===== src/rtl/tblrd_pkg.sv =====
package tblrd_pkg;

  typedef enum logic [1:0] {
    SEQ_IDLE  = 2'd0,
    SEQ_FETCH = 2'd1,
    SEQ_WRITE = 2'd2
  } seq_state_t;

endpackage


===== src/rtl/tblrd_addr.sv =====
module tblrd_addr #(
  parameter int PC_W  = 12,
  parameter int PTR_W = 8
) (
  input  logic [PC_W-1:0]  pc,
  input  logic [PTR_W-1:0] ptr,
  input  logic             last,
  output logic [PC_W-1:0]  addr
);
  localparam int PG_W = PC_W - PTR_W;

  logic [PG_W-1:0] page;

  // Page bits: forced all-ones for the final page, else from the PC.
  always_comb begin
    page = last ? {PG_W{1'b1}} : pc[PC_W-1:PTR_W];
    addr = {page, ptr};
  end
endmodule


===== src/rtl/tblrd_regs.sv =====
module tblrd_regs #(
  parameter int            DATA_W   = 8,
  parameter int            DADDR_W  = 8,
  parameter int            WORD_W   = 15,
  parameter logic [7:0]    PTR_ADDR = 8'h07,
  parameter logic [7:0]    HI_ADDR  = 8'h08
) (
  input  logic               clk,
  input  logic               rst_n,
  input  logic               reg_we,
  input  logic [DADDR_W-1:0] reg_addr,
  input  logic [DATA_W-1:0]  reg_wdata,
  output logic [DATA_W-1:0]  reg_rdata,
  input  logic               hi_load,
  input  logic [WORD_W-1:0]  word,
  output logic [DATA_W-1:0]  ptr,
  output logic [DATA_W-1:0]  hi
);
  localparam int UP_W = WORD_W - DATA_W;

  logic [DATA_W-1:0] ptr_q;
  logic [DATA_W-1:0] hi_q;
  logic [DATA_W-1:0] hi_next;

  // Upper word bits into the high byte; missing bits read as zero.
  generate
    if (UP_W >= DATA_W) begin : g_trunc
      assign hi_next = word[DATA_W +: DATA_W];
    end else begin : g_pad
      assign hi_next = {{(DATA_W-UP_W){1'b0}}, word[WORD_W-1:DATA_W]};
    end
  endgenerate

  always_ff @(posedge clk or negedge rst_n) begin
    if (!rst_n) begin
      ptr_q <= '0;
      hi_q  <= '0;
    end else begin
      if (reg_we && reg_addr == DADDR_W'(PTR_ADDR))
        ptr_q <= reg_wdata;
      if (hi_load)
        hi_q <= hi_next;
    end
  end

  always_comb begin
    if (reg_addr == DADDR_W'(PTR_ADDR))
      reg_rdata = ptr_q;
    else if (reg_addr == DADDR_W'(HI_ADDR))
      reg_rdata = hi_q;
    else
      reg_rdata = '0;
  end

  assign ptr = ptr_q;
  assign hi  = hi_q;
endmodule


===== src/rtl/tblrd_seq.sv =====
module tblrd_seq
  import tblrd_pkg::*;
#(
  parameter int PC_W    = 12,
  parameter int WORD_W  = 15,
  parameter int DATA_W  = 8,
  parameter int DADDR_W = 8
) (
  input  logic               clk,
  input  logic               rst_n,
  input  logic               cmd_valid,
  output logic               cmd_ready,
  input  logic [DADDR_W-1:0] cmd_dst,
  input  logic [PC_W-1:0]    addr_in,
  output logic               pm_req,
  output logic [PC_W-1:0]    pm_addr,
  input  logic [WORD_W-1:0]  pm_rdata,
  output logic               dm_wvalid,
  input  logic               dm_wready,
  output logic [DADDR_W-1:0] dm_waddr,
  output logic [DATA_W-1:0]  dm_wdata,
  output logic               done,
  output logic [WORD_W-1:0]  word,
  output logic               busy
);
  seq_state_t         state_q;
  logic [PC_W-1:0]    addr_q;
  logic [DADDR_W-1:0] dst_q;
  logic [WORD_W-1:0]  word_q;
  logic               fresh_q;
  logic               accept;

  assign cmd_ready = (state_q == SEQ_IDLE);
  assign accept    = cmd_valid && cmd_ready;
  assign busy      = !cmd_ready;
  assign pm_req    = (state_q == SEQ_FETCH);
  assign pm_addr   = addr_q;
  assign dm_wvalid = (state_q == SEQ_WRITE);
  assign dm_waddr  = dst_q;
  // The port output is used directly in the first write cycle, the held copy after.
  assign word      = fresh_q ? pm_rdata : word_q;
  assign dm_wdata  = word[DATA_W-1:0];
  assign done      = dm_wvalid && dm_wready;

  always_ff @(posedge clk or negedge rst_n) begin
    if (!rst_n) begin
      state_q <= SEQ_IDLE;
      addr_q  <= '0;
      dst_q   <= '0;
      word_q  <= '0;
      fresh_q <= 1'b0;
    end else begin
      case (state_q)
        SEQ_IDLE: begin
          if (accept) begin
            addr_q  <= addr_in;
            dst_q   <= cmd_dst;
            state_q <= SEQ_FETCH;
          end
        end
        SEQ_FETCH: begin
          fresh_q <= 1'b1;
          state_q <= SEQ_WRITE;
        end
        SEQ_WRITE: begin
          if (fresh_q) begin
            word_q  <= pm_rdata;
            fresh_q <= 1'b0;
          end
          if (dm_wready)
            state_q <= SEQ_IDLE;
        end
        default: state_q <= SEQ_IDLE;
      endcase
    end
  end
endmodule


===== src/rtl/tblrd_unit.sv =====
module tblrd_unit #(
  parameter int         PC_W     = 12,
  parameter int         PTR_W    = 8,
  parameter int         WORD_W   = 15,
  parameter int         DATA_W   = 8,
  parameter int         DADDR_W  = 8,
  parameter logic [7:0] PTR_ADDR = 8'h07,
  parameter logic [7:0] HI_ADDR  = 8'h08
) (
  input  logic               clk,
  input  logic               rst_n,
  input  logic [PC_W-1:0]    pc,
  input  logic               cmd_valid,
  output logic               cmd_ready,
  input  logic               cmd_last,
  input  logic [DADDR_W-1:0] cmd_dst,
  input  logic               reg_we,
  input  logic [DADDR_W-1:0] reg_addr,
  input  logic [DATA_W-1:0]  reg_wdata,
  output logic [DATA_W-1:0]  reg_rdata,
  output logic               pm_req,
  output logic [PC_W-1:0]    pm_addr,
  input  logic [WORD_W-1:0]  pm_rdata,
  output logic               dm_wvalid,
  input  logic               dm_wready,
  output logic [DADDR_W-1:0] dm_waddr,
  output logic [DATA_W-1:0]  dm_wdata,
  output logic               busy
);
  logic [DATA_W-1:0] ptr_w;
  logic [DATA_W-1:0] hi_w;
  logic [PC_W-1:0]   addr_w;
  logic [WORD_W-1:0] word_w;
  logic              done_w;

  tblrd_addr #(.PC_W(PC_W), .PTR_W(PTR_W)) i_addr (
    .pc   (pc),
    .ptr  (ptr_w[PTR_W-1:0]),
    .last (cmd_last),
    .addr (addr_w)
  );

  tblrd_seq #(
    .PC_W(PC_W), .WORD_W(WORD_W), .DATA_W(DATA_W), .DADDR_W(DADDR_W)
  ) i_seq (
    .clk       (clk),
    .rst_n     (rst_n),
    .cmd_valid (cmd_valid),
    .cmd_ready (cmd_ready),
    .cmd_dst   (cmd_dst),
    .addr_in   (addr_w),
    .pm_req    (pm_req),
    .pm_addr   (pm_addr),
    .pm_rdata  (pm_rdata),
    .dm_wvalid (dm_wvalid),
    .dm_wready (dm_wready),
    .dm_waddr  (dm_waddr),
    .dm_wdata  (dm_wdata),
    .done      (done_w),
    .word      (word_w),
    .busy      (busy)
  );

  tblrd_regs #(
    .DATA_W(DATA_W), .DADDR_W(DADDR_W), .WORD_W(WORD_W),
    .PTR_ADDR(PTR_ADDR), .HI_ADDR(HI_ADDR)
  ) i_regs (
    .clk       (clk),
    .rst_n     (rst_n),
    .reg_we    (reg_we),
    .reg_addr  (reg_addr),
    .reg_wdata (reg_wdata),
    .reg_rdata (reg_rdata),
    .hi_load   (done_w),
    .word      (word_w),
    .ptr       (ptr_w),
    .hi        (hi_w)
  );
endmodule


===== config.mk =====
export PLATFORM = sky130hd
export DESIGN_NAME = tblrd_unit
export DESIGN_NICKNAME = d
export VERILOG_FILES = /design/src/rtl/tblrd_pkg.sv /design/src/rtl/tblrd_addr.sv /design/src/rtl/tblrd_regs.sv /design/src/rtl/tblrd_seq.sv /design/src/rtl/tblrd_unit.sv
export SDC_FILE = /design/constraint.sdc
export NUM_CORES = 1
export LEC_CHECK = 0
export BUFFER_PORTS_ARGS = -buffer_cell sky130_fd_sc_hd__buf_2
export CORE_MARGIN = 3
export CORE_UTILIZATION = 45
export DETAILED_ROUTE_END_ITERATION = 16
export GPL_ROUTABILITY_DRIVEN = 0
export GPL_TIMING_DRIVEN = 1
export PLACE_DENSITY = 0.83
export SYNTH_ARGS = -nofsm -noshare
export SYNTH_HDL_FRONTEND = slang
export SYNTH_HIERARCHICAL = 1
export SYNTH_SLANG_ARGS = --single-unit
export TNS_END_PERCENT = 20

===== constraint.sdc =====
create_clock -name clk -period 2 [get_ports clk]
set_clock_uncertainty 0.1 [all_clocks]
set_input_delay 0.1 -clock clk [delete_from_list [all_inputs] [get_ports clk]]
set_output_delay 0.1 -clock clk [all_outputs]
set_load 0.01 [all_outputs]

Yosys cells after proc, flatten, opt, wreduce, memory -nomap -nowiden --
Cells that the tools add are included.
Storage, ports and cells: register bits after elaboration 53, input port bits 57, output and inout port bits 40, logic and storage cells 29
Cells by class: equal/unequal tests 6, mux-type cells 8, reduce and logical (&&, ||, !) cells 8
Operators with widths (count):
- two-way mux 15 bit | 1
- == test 8 x 3 -> 1 bit, second input constant | 1
- == test 8 x 4 -> 1 bit, second input constant | 1
- two-way mux 8 bit | 1
- two-way mux 7 bit | 1
- case mux 2 bit (3 select lines) | 1
- two-way mux 2 bit | 2
- two-way mux 4 bit | 1
- != test 2 bit, second input constant | 2
- AND reduction 2 bit | 2
- logical AND 1 bit | 3
- == test 2 x 1 -> 1 bit, second input constant | 1
- == test 2 bit, second input constant | 1
- zero test 2 bit | 1
- case mux 1 bit (2 select lines) | 1
- nonzero test 2 bit | 1
- zero test 1 bit | 1

Longest topological paths before layout --
depth in word-level cells 4, mapped depth 5, gate-level depth less buffers 5

Cells and area by module --
Netlist, hierarchy kept.
Modules (own cells, without submodules):
- tblrd_seq | times used 1, cells an instance 120, area an instance 1800.5 um^2, sequential area each 950.9 um^2
- tblrd_regs | times used 1, cells an instance 55, area an instance 728.2 um^2, sequential area each 375.4 um^2
- tblrd_addr | times used 1, cells an instance 12, area an instance 85.1 um^2, sequential area each 0.0 um^2

Worst setup path before layout --
OpenSTA, ideal clock, no wires.
kind register to register, from reg i_seq.state_q[0], to reg i_regs.hi_q[0], in the netlist i_regs/hi[0], library setup time 125 ps, arrival 1452 ps, data required time 1775 ps, path slack 323 ps, cell stages (with the launch flop) 6, buffers on the path 1, clock period less this slack 1677 ps, cells stage by stage dfrtp_1 > inv_1 > ha_1 > and2_1 > clkbuf_1 > mux2_2
Between the ends: word-level cells in the longest chain between the ends 2
RTL lines:
- from (decl) | RTL line tblrd_seq.sv:26 | seq_state_t state_q;
- from (signal assigned) | RTL line tblrd_seq.sv:47 | state_q <= SEQ_IDLE;
- from (signal assigned) | RTL line tblrd_seq.sv:58 | state_q <= SEQ_FETCH;
- from (signal assigned) | RTL line tblrd_seq.sv:63 | state_q <= SEQ_WRITE;
- == test 2 bit | RTL line tblrd_seq.sv:38 | assign dm_wvalid = (state_q == SEQ_WRITE);
- logical AND 1 bit | RTL line tblrd_seq.sv:43 | assign done = dm_wvalid && dm_wready;
- via done_w | RTL line tblrd_unit.sv:34 | logic done_w;
- to (signal assigned) | RTL line tblrd_regs.sv:42 | hi_q <= hi_next;
- to (decl) | RTL line tblrd_regs.sv:22 | logic [DATA_W-1:0] hi_q;
The timed path passes the listed nets, and every way through them passes these cells. A chain may end at the register's enable or synchronous reset.

Final worst setup path --
from reg i_seq.fresh_q, to out dm_wdata[5]
Between the ends: word-level cells in the longest chain between the ends 1
RTL lines:
- from (decl) | RTL line tblrd_seq.sv:30 | logic fresh_q;
- from (signal assigned) | RTL line tblrd_seq.sv:51 | fresh_q <= 1'b0;
- from (signal assigned) | RTL line tblrd_seq.sv:62 | fresh_q <= 1'b1;
- from (signal assigned) | RTL line tblrd_seq.sv:68 | fresh_q <= 1'b0;
- two-way mux 15 bit | RTL line tblrd_seq.sv:41 | assign word = fresh_q ? pm_rdata : word_q;
- to (decl) | RTL line tblrd_unit.sv:27 | output logic [DATA_W-1:0] dm_wdata,
No other way between the ends.

==> key figures <==
Setup path
  – Reg2reg start: i_seq/state_q[0]
  – Critical path launch point type: flop
  – Crit-path max FO: 10
  – Crit path required time: 1.80 ns
  – WP data arrival: about 1.7 ns
  – Element type at the critical path end: output port
  – R2R depth: 4
  – CP Class: flop to output port
  – R2r setup slk: 0.29 ns
  – Worst r2r dst: i_regs/hi[4]

Routing
  – Vias post-DR: about 1.8k
  – DRT Pass-1 Iters: 4
  – ANT nets after route: 0
  – Drt total wl: ~5200 um
  – Residual DRC: 0
  – Vias per std cell: between 4 and 5
  – Drt first-iter violations: 38
  – DR WL/cell: 14.3 um

STA
  – Min Hold Slack: 0.0529 ns
  – FMAX: 533 MHz
  – Fin crit share: a little over nine tenths
  – Min cycle time layout: 1.88 ns
  – Final Hold Viols: 0
  – RSZ-0062 raised after global routing: no
  – Slew headroom: around three fifths
  – Least-Margin Pin Slew: between 0.6 and 0.7 ns
  – Final setup TNS: 0 ns
  – Final setup viols: 0
  – Number of max-slew violations in the final report: 0

CTS
  – TritonCTS Buffers: 5
  – Clock Tree Buf Depth: 2
  – Root Driver: clkbuf_8
  – CTS tree: yes
  – Htree depth: 2
  – Clk slew on worst S/H paths: roughly 0.10 ns
  – Sink Count: 53
  – Clock latency on the worst-skew pair: ~0.30 ns
  – Post-CTS sizing: 0
  – Setup bufs post-CTS: 0

Placed design
  – I/O Buffers: between 80 and 90
  – Cell area after placement: about 3000 um^2
  – DPL Wire Length: 3570 um

Min path
  – Worst Hold Launch: cmd_last
  – Worst min path class: input port to flop
  – Hold EP: i_seq/pm_addr[10]
  – Worst hold path cell count: 3

Power
  – Pleak: between 0.0015 and 0.002 uW
  – VDD IR max: around 0.00060 V
  – Total power: around 3800 uW
  – Pwr per Cell Area: 1090 nW/um^2

Synthesis
  – YS warnings: 6
  – Gate Count Post-Synth: 177
  – Syn Nets: 239
  – Synth Cell Area: 2540 um^2
  – Mean post-synth cell area: 14.4 um^2

Floorplan
  – Chip Width: approximately 80 um
  – Initial Util: 48.2%
  – Die area: between 6000 and 7000 um^2
  – # IOs: between 90 and 100
  – Row Count: 26
  – DIE HEIGHT: a little over 80 um
  – Core area: 5270 um^2

Global route
  – Tot GR Track Use: 16.9%
  – Vias in the first global route: between 1.5k and 2k
  – Largest net degree at the start of global routing: 28
  – GRT met2 Usage: approximately 29%
  – Met1 Track Usage GR: 19.8%
  – Met3 usage in global routing: 4.21%
  – Most crowded layer after global routing: met2
  – Global route overflow: 0
  – First-pass GRT wire length: 8480 um
  – Initial antenna violation count: 0

Run
  – Number of max-cap violations: 0

Cells and area
  – Design Area, Final: ~3400 um^2
  – Final nets: between 300 and 400
  – Fill cells: 404
  – Layout area overhead: 35.4%
  – Ant. Diodes: 0
  – Fraction of layout cells with a size suffix above 1: 57.4%

Outcome
  – Status: finished clean
==> final cells by class <==
class | instances | area, um^2 | share of cell area [%]
clock buffers | 5 | 68.8 | 2.00
clock inverters | 3 | 22.5 | 0.654
inverters | 5 | 18.8 | 0.545
multi-input cells | 103 | 1080 | 31.4
flip-flops and latches | 53 | 1330 | 38.5
well taps | 70 | 87.6 | 2.54
repair buffers | 127 | 836 | 24.3
==> metal layers <==
layer,routed length [um],vias to the layer above
li1,-,855
met1,2100,835
met2,2660,64
met3,341,10
met4,134,0
met5,0,-
==> where the power goes <==
group / total [uW] / leakage (uW) / internal (uW) / switching, uW
logic: 1480 / 0.00101 / 880 / 595
registers: 1690 / 0.000649 / 1480 / 217
clock network: 593 / 0.0000481 / 249 / 345
total: 3760 / 0.00170 / 2610 / 1160
==> stage by stage <==
step / worst slack (ns) / utilization (%) / std cells
final: 0.125 / 65.3 / 366
after detailed placement: 0.284 / 56.7 / 322
after global routing: 0.0144 / 65.3 / 366
after global placement: 0.337 / 56.7 / 322
after CTS: 0.0936 / 65.3 / 366
after floorplan: 0.323 / - / 177
==> layout by cell type (no fill, tap or decap), drive strengths merged <==
master        n
a21oi         1
a22oi         7
and2          1
and2b         1
and3          1
and4b         1
buf          91
clkbuf        5
clkinv        3
dfrtp        53
dlygate4sd3  36
ha            5
inv           5
mux2         66
mux2i         1
nand2         2
nand3         1
nor2          7
nor4          1
nor4b         1
o21a          1
o21ai         1
or2           4
or4           1
==> registers in the layout (all words and copies together), names as in the netlist <==
name / count
i_regs/ptr: 8
i_seq/state_q: 2
i_seq/pm_addr: 12
i_seq/fresh_q: 1
i_regs/hi: 7
i_seq/word_q: 15
i_seq/dm_waddr: 8
==> worst max-delay path by stage <==
stage | end | startpoint | depth (start not counted)
2_1_floorplan | i_regs/hi[0] | i_seq/state_q[0] | 5
3_3_place_gp | i_regs/hi[6] | i_seq/state_q[0] | 4
3_5_place_dp | i_regs/hi[3] | i_seq/state_q[0] | 4
4_1_cts | dm_wdata[6] | i_seq/fresh_q | 3
5_1_grt | dm_wdata[5] | i_seq/fresh_q | 3
6_report | dm_wdata[5] | i_seq/fresh_q | 3
==> critical path, cell delays in order (launching register included) <==
cell and delay [ns]:
dfrtp_1 0.62, buf_4 0.26, mux2_2 0.35, buf_2 0.14
==> timing repair <==
action / 4_1_cts / 5_1_grt
setup endpoints to repair: 0 / 0
hold buffers: 36 / 0
hold endpoints to repair: 61 / 0
Power figures use the tool's default switching activity.
